==> config.mk <==
export PLATFORM = sky130hd
export DESIGN_NAME = dds_par_seq
export DESIGN_NICKNAME = d
export VERILOG_FILES = /design/src/rtl/dps_pkg.sv /design/src/rtl/dps_hold_timer.sv /design/src/rtl/dps_step_fsm.sv /design/src/rtl/dps_word_reg.sv /design/src/rtl/dds_par_seq.sv
export SDC_FILE = /design/constraint.sdc
export NUM_CORES = 1
export LEC_CHECK = 0
export ABC_AREA = 0
export BUFFER_PORTS_ARGS = -buffer_cell sky130_fd_sc_hd__buf_2
export CAP_MARGIN = 25
export CORE_ASPECT_RATIO = 0.75
export CORE_UTILIZATION = 52
export CTS_CLUSTER_SIZE = 12
export DETAILED_ROUTE_END_ITERATION = 16
export PLACE_DENSITY_LB_ADDON = 0.08
export SLEW_MARGIN = 20
export SYNTH_ARGS = -nofsm -noshare
export SYNTH_HDL_FRONTEND = slang
export SYNTH_SLANG_ARGS = --single-unit
==> constraint.sdc <==
create_clock -name clk -period 2 [get_ports clk]
set_clock_uncertainty 0.15 [all_clocks]
set_input_delay 0.4 -clock clk [delete_from_list [all_inputs] [get_ports clk]]
set_output_delay 0.4 -clock clk [all_outputs]
set_load 0.02 [all_outputs]
==> src/rtl/dps_pkg.sv <==
package dps_pkg;

    localparam logic [3:0] FSEL_NONE  = 4'b0000;
    localparam logic [3:0] FSEL_FREQ  = 4'b0010;
    localparam logic [3:0] FSEL_AMPPH = 4'b0101;

    typedef enum logic {
        SEQ_FAST   = 1'b0,
        SEQ_STAGED = 1'b1
    } seq_mode_e;

    // Control part of one bus word; the data itself is chosen by use_ampph.
    typedef struct packed {
        logic [3:0] fsel;
        logic       use_ampph;
        logic       upd;
    } word_ctl_t;

    function automatic logic [1:0] last_step(seq_mode_e m);
        return (m == SEQ_STAGED) ? 2'd3 : 2'd1;
    endfunction

    function automatic word_ctl_t step_ctl(seq_mode_e m, logic [1:0] s);
        word_ctl_t c;
        c.fsel      = FSEL_AMPPH;
        c.use_ampph = 1'b1;
        c.upd       = 1'b0;
        if (m == SEQ_FAST) begin
            if (s == 2'd0) begin
                c.fsel      = FSEL_FREQ;
                c.use_ampph = 1'b0;
            end else begin
                c.upd = 1'b1;
            end
        end else begin
            case (s)
                2'd0: begin
                    c.fsel      = FSEL_FREQ;
                    c.use_ampph = 1'b0;
                end
                2'd1: c.use_ampph = 1'b0;   // new select, old data
                2'd2: c.use_ampph = 1'b1;   // new data, no strobe yet
                default: c.upd = 1'b1;      // same word plus strobe
            endcase
        end
        return c;
    endfunction

endpackage

==> src/rtl/dps_hold_timer.sv <==
module dps_hold_timer #(
    parameter int HOLD_CYCLES = 4
) (
    input  logic clk,
    input  logic rst,
    input  logic restart,
    input  logic run,
    output logic expire
);
    localparam int CNT_W = (HOLD_CYCLES > 1) ? $clog2(HOLD_CYCLES) : 1;
    localparam logic [CNT_W-1:0] CNT_LAST = CNT_W'(HOLD_CYCLES - 1);

    logic [CNT_W-1:0] cnt;

    assign expire = run && (cnt == CNT_LAST);

    always_ff @(posedge clk) begin
        if (rst) begin
            cnt <= '0;
        end else if (restart) begin
            cnt <= '0;
        end else if (run) begin
            cnt <= expire ? '0 : cnt + 1'b1;
        end
    end

    // the count never passes the last hold cycle
    a_r4_cnt_bound: assert property (@(posedge clk) disable iff (rst)
        cnt <= CNT_LAST);

endmodule

==> src/rtl/dps_step_fsm.sv <==
module dps_step_fsm
    import dps_pkg::*;
(
    input  logic       clk,
    input  logic       rst,
    input  logic       req_valid,
    input  logic       req_mode,
    input  logic       hold_expire,
    output logic       accept,
    output logic       advance,
    output logic       finish,
    output logic       busy,
    output seq_mode_e  mode_q,
    output logic [1:0] step,
    output logic       done
);
    logic at_last;

    assign at_last = (step == last_step(mode_q));
    assign accept  = req_valid && !busy;
    assign advance = busy && hold_expire && !at_last;
    assign finish  = busy && hold_expire && at_last;

    always_ff @(posedge clk) begin
        if (rst) begin
            busy   <= 1'b0;
            step   <= 2'd0;
            mode_q <= SEQ_FAST;
            done   <= 1'b0;
        end else begin
            done <= finish;
            if (accept) begin
                busy   <= 1'b1;
                step   <= 2'd0;
                mode_q <= seq_mode_e'(req_mode);
            end else if (advance) begin
                step <= step + 2'd1;
            end else if (finish) begin
                busy <= 1'b0;
            end
        end
    end

    // captured mode cannot move during a running sequence
    a_r8_mode_frozen: assert property (@(posedge clk) disable iff (rst)
        (busy && $past(busy)) |-> $stable(mode_q));

    // completion pulse lasts one cycle
    a_r10_done_single: assert property (@(posedge clk) disable iff (rst)
        done |=> !done);

    // the step never runs beyond the mode's last word
    a_r6_step_range: assert property (@(posedge clk) disable iff (rst)
        busy |-> (step <= last_step(mode_q)));

endmodule

==> src/rtl/dps_word_reg.sv <==
module dps_word_reg
    import dps_pkg::*;
#(
    parameter int DATA_W = 16
) (
    input  logic              clk,
    input  logic              rst,
    input  logic              load,
    input  logic              clear_upd,
    input  word_ctl_t         ctl,
    input  logic [DATA_W-1:0] freq_src,
    input  logic [DATA_W-1:0] ampph_src,
    output logic [3:0]        fsel,
    output logic [DATA_W-1:0] data,
    output logic              upd
);
    always_ff @(posedge clk) begin
        if (rst) begin
            fsel <= FSEL_NONE;
            data <= '0;
            upd  <= 1'b0;
        end else if (load) begin
            fsel <= ctl.fsel;
            data <= ctl.use_ampph ? ampph_src : freq_src;
            upd  <= ctl.upd;
        end else if (clear_upd) begin
            upd <= 1'b0;
        end
    end

    // lines do not move while the strobe stays set
    a_r5_upd_lines_steady: assert property (@(posedge clk) disable iff (rst)
        (upd && $past(upd)) |-> ($stable(fsel) && $stable(data)));

endmodule

==> src/rtl/dds_par_seq.sv <==
module dds_par_seq
    import dps_pkg::*;
#(
    parameter int DATA_W      = 16,
    parameter int HOLD_CYCLES = 4
) (
    input  logic              clk,
    input  logic              rst,
    input  logic              req_valid,
    output logic              req_ready,
    input  logic              req_mode,
    input  logic [DATA_W-1:0] req_freq,
    input  logic [DATA_W-1:0] req_ampph,
    output logic [3:0]        bus_fsel,
    output logic [DATA_W-1:0] bus_data,
    output logic              bus_update,
    output logic              busy,
    output logic              done
);
    logic              accept, advance, finish, hold_expire, load;
    seq_mode_e         mode_q, next_mode;
    logic [1:0]        step, next_step;
    word_ctl_t         next_ctl;
    logic [DATA_W-1:0] freq_q, ampph_q, freq_src, ampph_src;

    dps_step_fsm u_fsm (
        .clk         (clk),
        .rst         (rst),
        .req_valid   (req_valid),
        .req_mode    (req_mode),
        .hold_expire (hold_expire),
        .accept      (accept),
        .advance     (advance),
        .finish      (finish),
        .busy        (busy),
        .mode_q      (mode_q),
        .step        (step),
        .done        (done)
    );

    assign load = accept || advance;

    dps_hold_timer #(.HOLD_CYCLES(HOLD_CYCLES)) u_timer (
        .clk     (clk),
        .rst     (rst),
        .restart (load),
        .run     (busy),
        .expire  (hold_expire)
    );

    always_ff @(posedge clk) begin
        if (rst) begin
            freq_q  <= '0;
            ampph_q <= '0;
        end else if (accept) begin
            freq_q  <= req_freq;
            ampph_q <= req_ampph;
        end
    end

    always_comb begin
        next_mode = accept ? seq_mode_e'(req_mode) : mode_q;
        next_step = accept ? 2'd0 : step + 2'd1;
        next_ctl  = step_ctl(next_mode, next_step);
        freq_src  = accept ? req_freq  : freq_q;
        ampph_src = accept ? req_ampph : ampph_q;
    end

    dps_word_reg #(.DATA_W(DATA_W)) u_word (
        .clk       (clk),
        .rst       (rst),
        .load      (load),
        .clear_upd (finish),
        .ctl       (next_ctl),
        .freq_src  (freq_src),
        .ampph_src (ampph_src),
        .fsel      (bus_fsel),
        .data      (bus_data),
        .upd       (bus_update)
    );

    assign req_ready = !busy;

    // strobe only inside a running sequence
    a_r5_upd_in_seq: assert property (@(posedge clk) disable iff (rst)
        bus_update |-> busy);

    // in staged mode the strobe rises on already-settled lines
    a_r5_staged_settled: assert property (@(posedge clk) disable iff (rst)
        ($rose(bus_update) && (mode_q == SEQ_STAGED))
            |-> ($stable(bus_fsel) && $stable(bus_data)));

    // idle bus is quiet
    a_r9_idle_quiet: assert property (@(posedge clk) disable iff (rst)
        (!busy && !$past(busy))
            |-> (!bus_update && $stable(bus_fsel) && $stable(bus_data)));

endmodule

### Word-level counts from Yosys, hierarchy flattened

Index checks and enable logic that the tools add are counted.

* $add $sub $neg: 2
* multiplexer cells: 17
* reduce and logical (&&, ||, !) cells: 16
* equality and inequality tests: 5

Operators with widths (count)
* $mux 16: 3
* $mux 1: 8
* $mux 2: 3
* $mux 6: 1
* $reduce_or 2->1: 3
* $logic_and 1x1->1: 5
* $add 2x1->2 const B: 2
* $eq 2x2->1 const B: 2
* $mux 4: 1
* $reduce_bool 2->1: 2
* $mux 3: 1
* $reduce_or 3->1: 1
* $eq 2x1->1 const B: 1
* $eq 2x2->1: 1
* $logic_not 1->1: 2
* $logic_not 2->1: 1
* $ne 2x2->1 const B: 1
* $reduce_and 2->1: 1
* $logic_or 1x1->1: 1

* word-level logic and storage cells: 50
* register bits after elaboration: 60

### Depth between registers and ports, before layout

* word-level depth: 8
* depth in mapped cells: 8
* mapped depth without buffers: 5

### Modules after synthesis

A second synthesis with hierarchy kept.

* cells, all modules: 232
* area, all modules: 2623.8 um^2

Modules (own cells, without submodules)
* dds_par_seq: area each 1406.3 um^2, instances 1, seq. area each 640.6 um^2, cells an instance 112
* dps_word_reg: area each 895.9 um^2, instances 1, seq. area each 420.4 um^2, cells an instance 88
* dps_step_fsm: area each 220.2 um^2, instances 1, seq. area each 100.1 um^2, cells an instance 23
* dps_hold_timer: area each 101.3 um^2, instances 1, seq. area each 40.0 um^2, cells an instance 9

### Worst setup path after synthesis

No wires, ideal clock.

* kind: flip-flop to flip-flop
* from: register u_fsm.busy
* to: register u_word.data[13]
* cell stages (with the launch flop): 8
* path slack: 0.160 ns
* period minus slack after synthesis: 1.840 ns
* library setup time: 0.117 ns
* buffers on the path: 3
* data arrival time: 1.574 ns
* data required time: 1.733 ns
* path through: dfxtp_1 buf_6 nand2b_4 buf_6 clkbuf_4 mux2i_1 mux2i_1 a22o_1

* longest elaborated chain between the ends: 8
* elaborated cells between the ends (all ways): 17
* those cells by class: eq/ne (1); mux (8); reduce/logical (8)

Ends and longest elaborated chain
* from (decl): line dps_step_fsm.sv:12 `output logic busy,`
* from (signal assigned): line dps_step_fsm.sv:26 `busy <= 1'b0;`
* from (signal assigned): line dps_step_fsm.sv:33 `busy <= 1'b1;`
* from (signal assigned): line dps_step_fsm.sv:39 `busy <= 1'b0;`
* $logic_not 1->1: line dps_step_fsm.sv:20 `assign accept = req_valid && !busy;`
* $logic_and 1x1->1: line dps_step_fsm.sv:20
* $mux 2: line dds_par_seq.sv:63 `next_step = accept ? 2'd0 : step + 2'd1;`
* $eq 2x1->1 / $logic_not 2->1 (equally long branches): line dps_pkg.sv:36, dps_pkg.sv:29
* $reduce_or 2->1 (no source line)
* $mux 1: line dps_pkg.sv:36 `case (s)`
* $mux 6: line dps_pkg.sv:28 `if (m == SEQ_FAST) begin`
* $mux 16: line dps_word_reg.sv:24 `data <= ctl.use_ampph ? ampph_src : freq_src;`
* to (signal assigned): line dps_word_reg.sv:24
* to (decl): line dps_word_reg.sv:14 `output logic [DATA_W-1:0] data,`

Parallel ways exist; a longest one is shown, timed or not.
A chain may end at the register's enable or synchronous reset.

### Final worst setup path

* from: register u_timer.cnt[0]
* to: register u_word.data[14]

* longest elaborated chain between the ends: 5

Ends and longest elaborated chain
* from (decl): line dps_hold_timer.sv:13 `logic [CNT_W-1:0] cnt;`
* from (signal assigned): line dps_hold_timer.sv:23 `cnt <= expire ? '0 : cnt + 1'b1;`
* $eq 2x2->1: line dps_hold_timer.sv:15 `assign expire = run && (cnt == CNT_LAST);`
* $logic_and 1x1->1: line dps_hold_timer.sv:15
* $logic_and 1x1->1 (2 in series): line dps_step_fsm.sv:21 `assign advance = busy && hold_expire && !at_last;`
* $logic_or 1x1->1: line dds_par_seq.sv:41 `assign load = accept || advance;`

Every way passes these cells.

==> out/qor.yml <==
place:
  globalplace.congestion: 0.702
  dp_hpwl_um: 3230
  port-buffer-count: 58
timing:
  hold_viol: 0
  fin_hold_ws_ns: 0.175
  fin_crit_ns: 1.70
  rsz0062_at_grt: "no"
  max_freq_mhz: 590
  timing.final.crit_share_pct: 84.8
  setup_viol: 0
  maxSlewViolCount: 0
  fin_tns_setup_ns: 0
logic_synthesis:
  ys_seq_elements: 58
  synth.area.top_cells: "dfxtp_1 (48%), mux2i_1 (21%), nor2_1 (6.0%), a22o_1 (5.8%), nor2b_1 (4.4%)"
  syn_area_per_cell_um2: 10.4
  synthDistinctLibCells: 31
  ys_async_sr_fraction_pct: 0
  syn_nets: 270
  synth_top_area_share_pct: 47.8
  synth_warnings: 0
  synth_ff_type: "dfxtp_1"
  yosysSeqAreaShare_pct: 47.8
  synth_edf_count: 0
  netlist_area_um2: 2430
  synth_cells: 233
  netlist.top_cell.by_area: "dfxtp_1"
clock_network:
  post_cts.repair.setup_buffers: 0
  htreeDepth: 3
  clk_pin_slew_worst_paths_ns: 0.06
  cts_tree: "done"
  clock_sinks: 58
  cts_buffers: 9
  clock_path_buffers: 2
  clockRootBuffer: "clkbuf_8"
  insertion_delay_ns: 0.33
  cts_resized: 0
  hold_buffers: 0
cells_and_area:
  ff_latch_area_um2: 1160
  area_growth_pct: 22.8
  fin_nets: 330
  multi_input_area_um2: 1100
  fillers: 393
  drive_above_1_share_pct: 30.2
  insertedDiodeCount: 0
grt:
  grt_util_all_layers_pct: 21.4
  gr-total-overflow: 0
  first_global_vias: 1735
  antenna_found_initial: 0
  grt_max_degree: 20
  grt_pass1_wl_um: 7780
run_status:
  outcome: "completed"
routing:
  drc: 0
  avgRoutedWirePerCell_um: 13.1
  antenna_left: 0
  viasPerCell: 4.95
  routed_wl_um: 4650
  vias: 1759
  drtIter0Drc: 54
  dr.pass1.iters: 4
setup_path:
  criticalPathCategory: "reg2reg"
  required_ns: 2.13
  end_kind: "flip-flop"
  setup.reg_to_reg.worst_slack_ns: 0.30
  path_max_fanout: 16
  startpoint_type: "flip-flop"
  arrival_ns: 1.82
floorplanning:
  io_pins: 60
  die_w_um: 80.9
  die_area_um2: 4950
  placeableCoreArea_um2: 4470
  start_util_pct: 54.4
  rows: 21
  fp.dieH_um: 61.2
power:
  power-per-cell-area_nw_per_um2: 990
  p_clk_share_pct: 45.5
  peakVddDrop_mv: 0.977
  p_comb_share_pct: 12.4
  p_seq_share_pct: 42.1
  sw_frac_of_total_pct: 22.8
  p_int_w: 0.00228
  power_switching_w: 0.000672
  p_leak_nw: 1.51
worst_hold_path:
  hold_path.class: "in2reg"
job:
  maxCapViolations: 0
## power groups by stage
stage | clock, W | sequential [W] | combinational [W]
floorplan | 0 | 0.00129 | 0.000249
global placement | 0 | 0.00127 | 0.000366
detailed placement | 0 | 0.00127 | 0.000369
CTS | 0.00137 | 0.00124 | 0.000371
global route | 0.00141 | 0.00125 | 0.000407
finish | 0.00134 | 0.00124 | 0.000366
## through the flow
stage / cell area, um2 / cells / power, W / utilization (%) / setup WS, ns
4_1_cts: 2980 / 355 / 0.00298 / 66.8 / 0.278
6_report: 2980 / 355 / 0.00295 / 66.8 / 0.304
2_1_floorplan: 2430 / 233 / 0.00154 / - / 0.160
3_3_place_gp: 2730 / 339 / 0.00163 / 61.1 / 0.171
5_1_grt: 2980 / 355 / 0.00307 / 66.8 / 0.142
3_5_place_dp: 2730 / 339 / 0.00164 / 61.1 / 0.164
## sequential cells by signal, indices dropped and copies added (netlist names), 2 cells and up
signal / flops
ampph_q: 16
freq_q: 16
u_word.data: 16
u_fsm.step: 2
u_timer.cnt: 2
u_word.fsel: 2
## final timing paths
path / from / endpoint / depth (start not counted)
hold / removal: req_freq[9] / freq_q[9] / 3
setup reg to reg: u_timer.cnt[0] / u_word.data[14] / 5
hold reg to reg: u_word.upd / u_word.upd / 2
setup / recovery: u_timer.cnt[0] / u_word.data[14] / 5
## worst max-delay path, stage by stage (launching register included)
cell and delay, ns:
dfxtp_1 0.35, ha_1 0.24, mux2i_1 0.10, a31o_2 0.25
nor2_4 0.33, a22o_1 0.22
## layout make-up
cell class / count / share of cell area [%]
sequential: 58 / 38.9
clock inverter: 5 / 3.36
clock buffer: 11 / 5.08
multi-input combinational: 152 / 37.0
timing repair buffer: 69 / 12.9
inverter: 3 / 0.378
tap: 57 / 2.39
## routing by layer
metal	vias to the layer above	share of wire [%]	global-route usage [%]
met3	5	6.5	7.85
li1	917	-	-
met2	45	41	31.0
met1	792	52	29.1
met4	0	1.1	8.42
met5	-	0	0
## Yosys cell counts, types with 3 or more instances
library cell / count
a21oi_1: 4
a22o_1: 16
buf_4: 5
buf_6: 5
clkbuf_1: 5
dfxtp_1: 58
inv_1: 3
mux2i_1: 51
nand2_1: 5
nor2_1: 39
nor2b_1: 17
nor3_1: 3
## cell usage in the layout (no fill, tap or decap)
cell	instances
dfxtp_1	58
buf_2	58
mux2i_1	51
nor2_1	39
nor2b_1	17
a22o_1	16
clkbuf_8	11
buf_4	10
nand2_1	5
a21oi_1	4
inv_1	3
nor3_1	3
bufinv_16	3
nand2b_1	2
nand3_1	2
clkinv_2	2
nand2b_4	1
xnor2_1	1
a31o_2	1
a211oi_2	1
mux2_2	1
o2bb2ai_1	1
o211a_1	1
nor2_4	1
xor2_1	1
o21ai_0	1
a211oi_1	1
ha_1	1
conb_1	1
buf_12	1
## cell families after synthesis
logic type      Yosys count  share of synthesized area (%)
simple gates             70                           13.8
flops                    58                           47.8
mux                      52                           21.5
compound gates           26                           8.76
buf+inv                  23                           6.80
xor+xnor                  2                          0.721
fa+ha+maj                 1                          0.515
other cells               1                          0.154
Note: power is estimated with default switching activity, not from simulation.
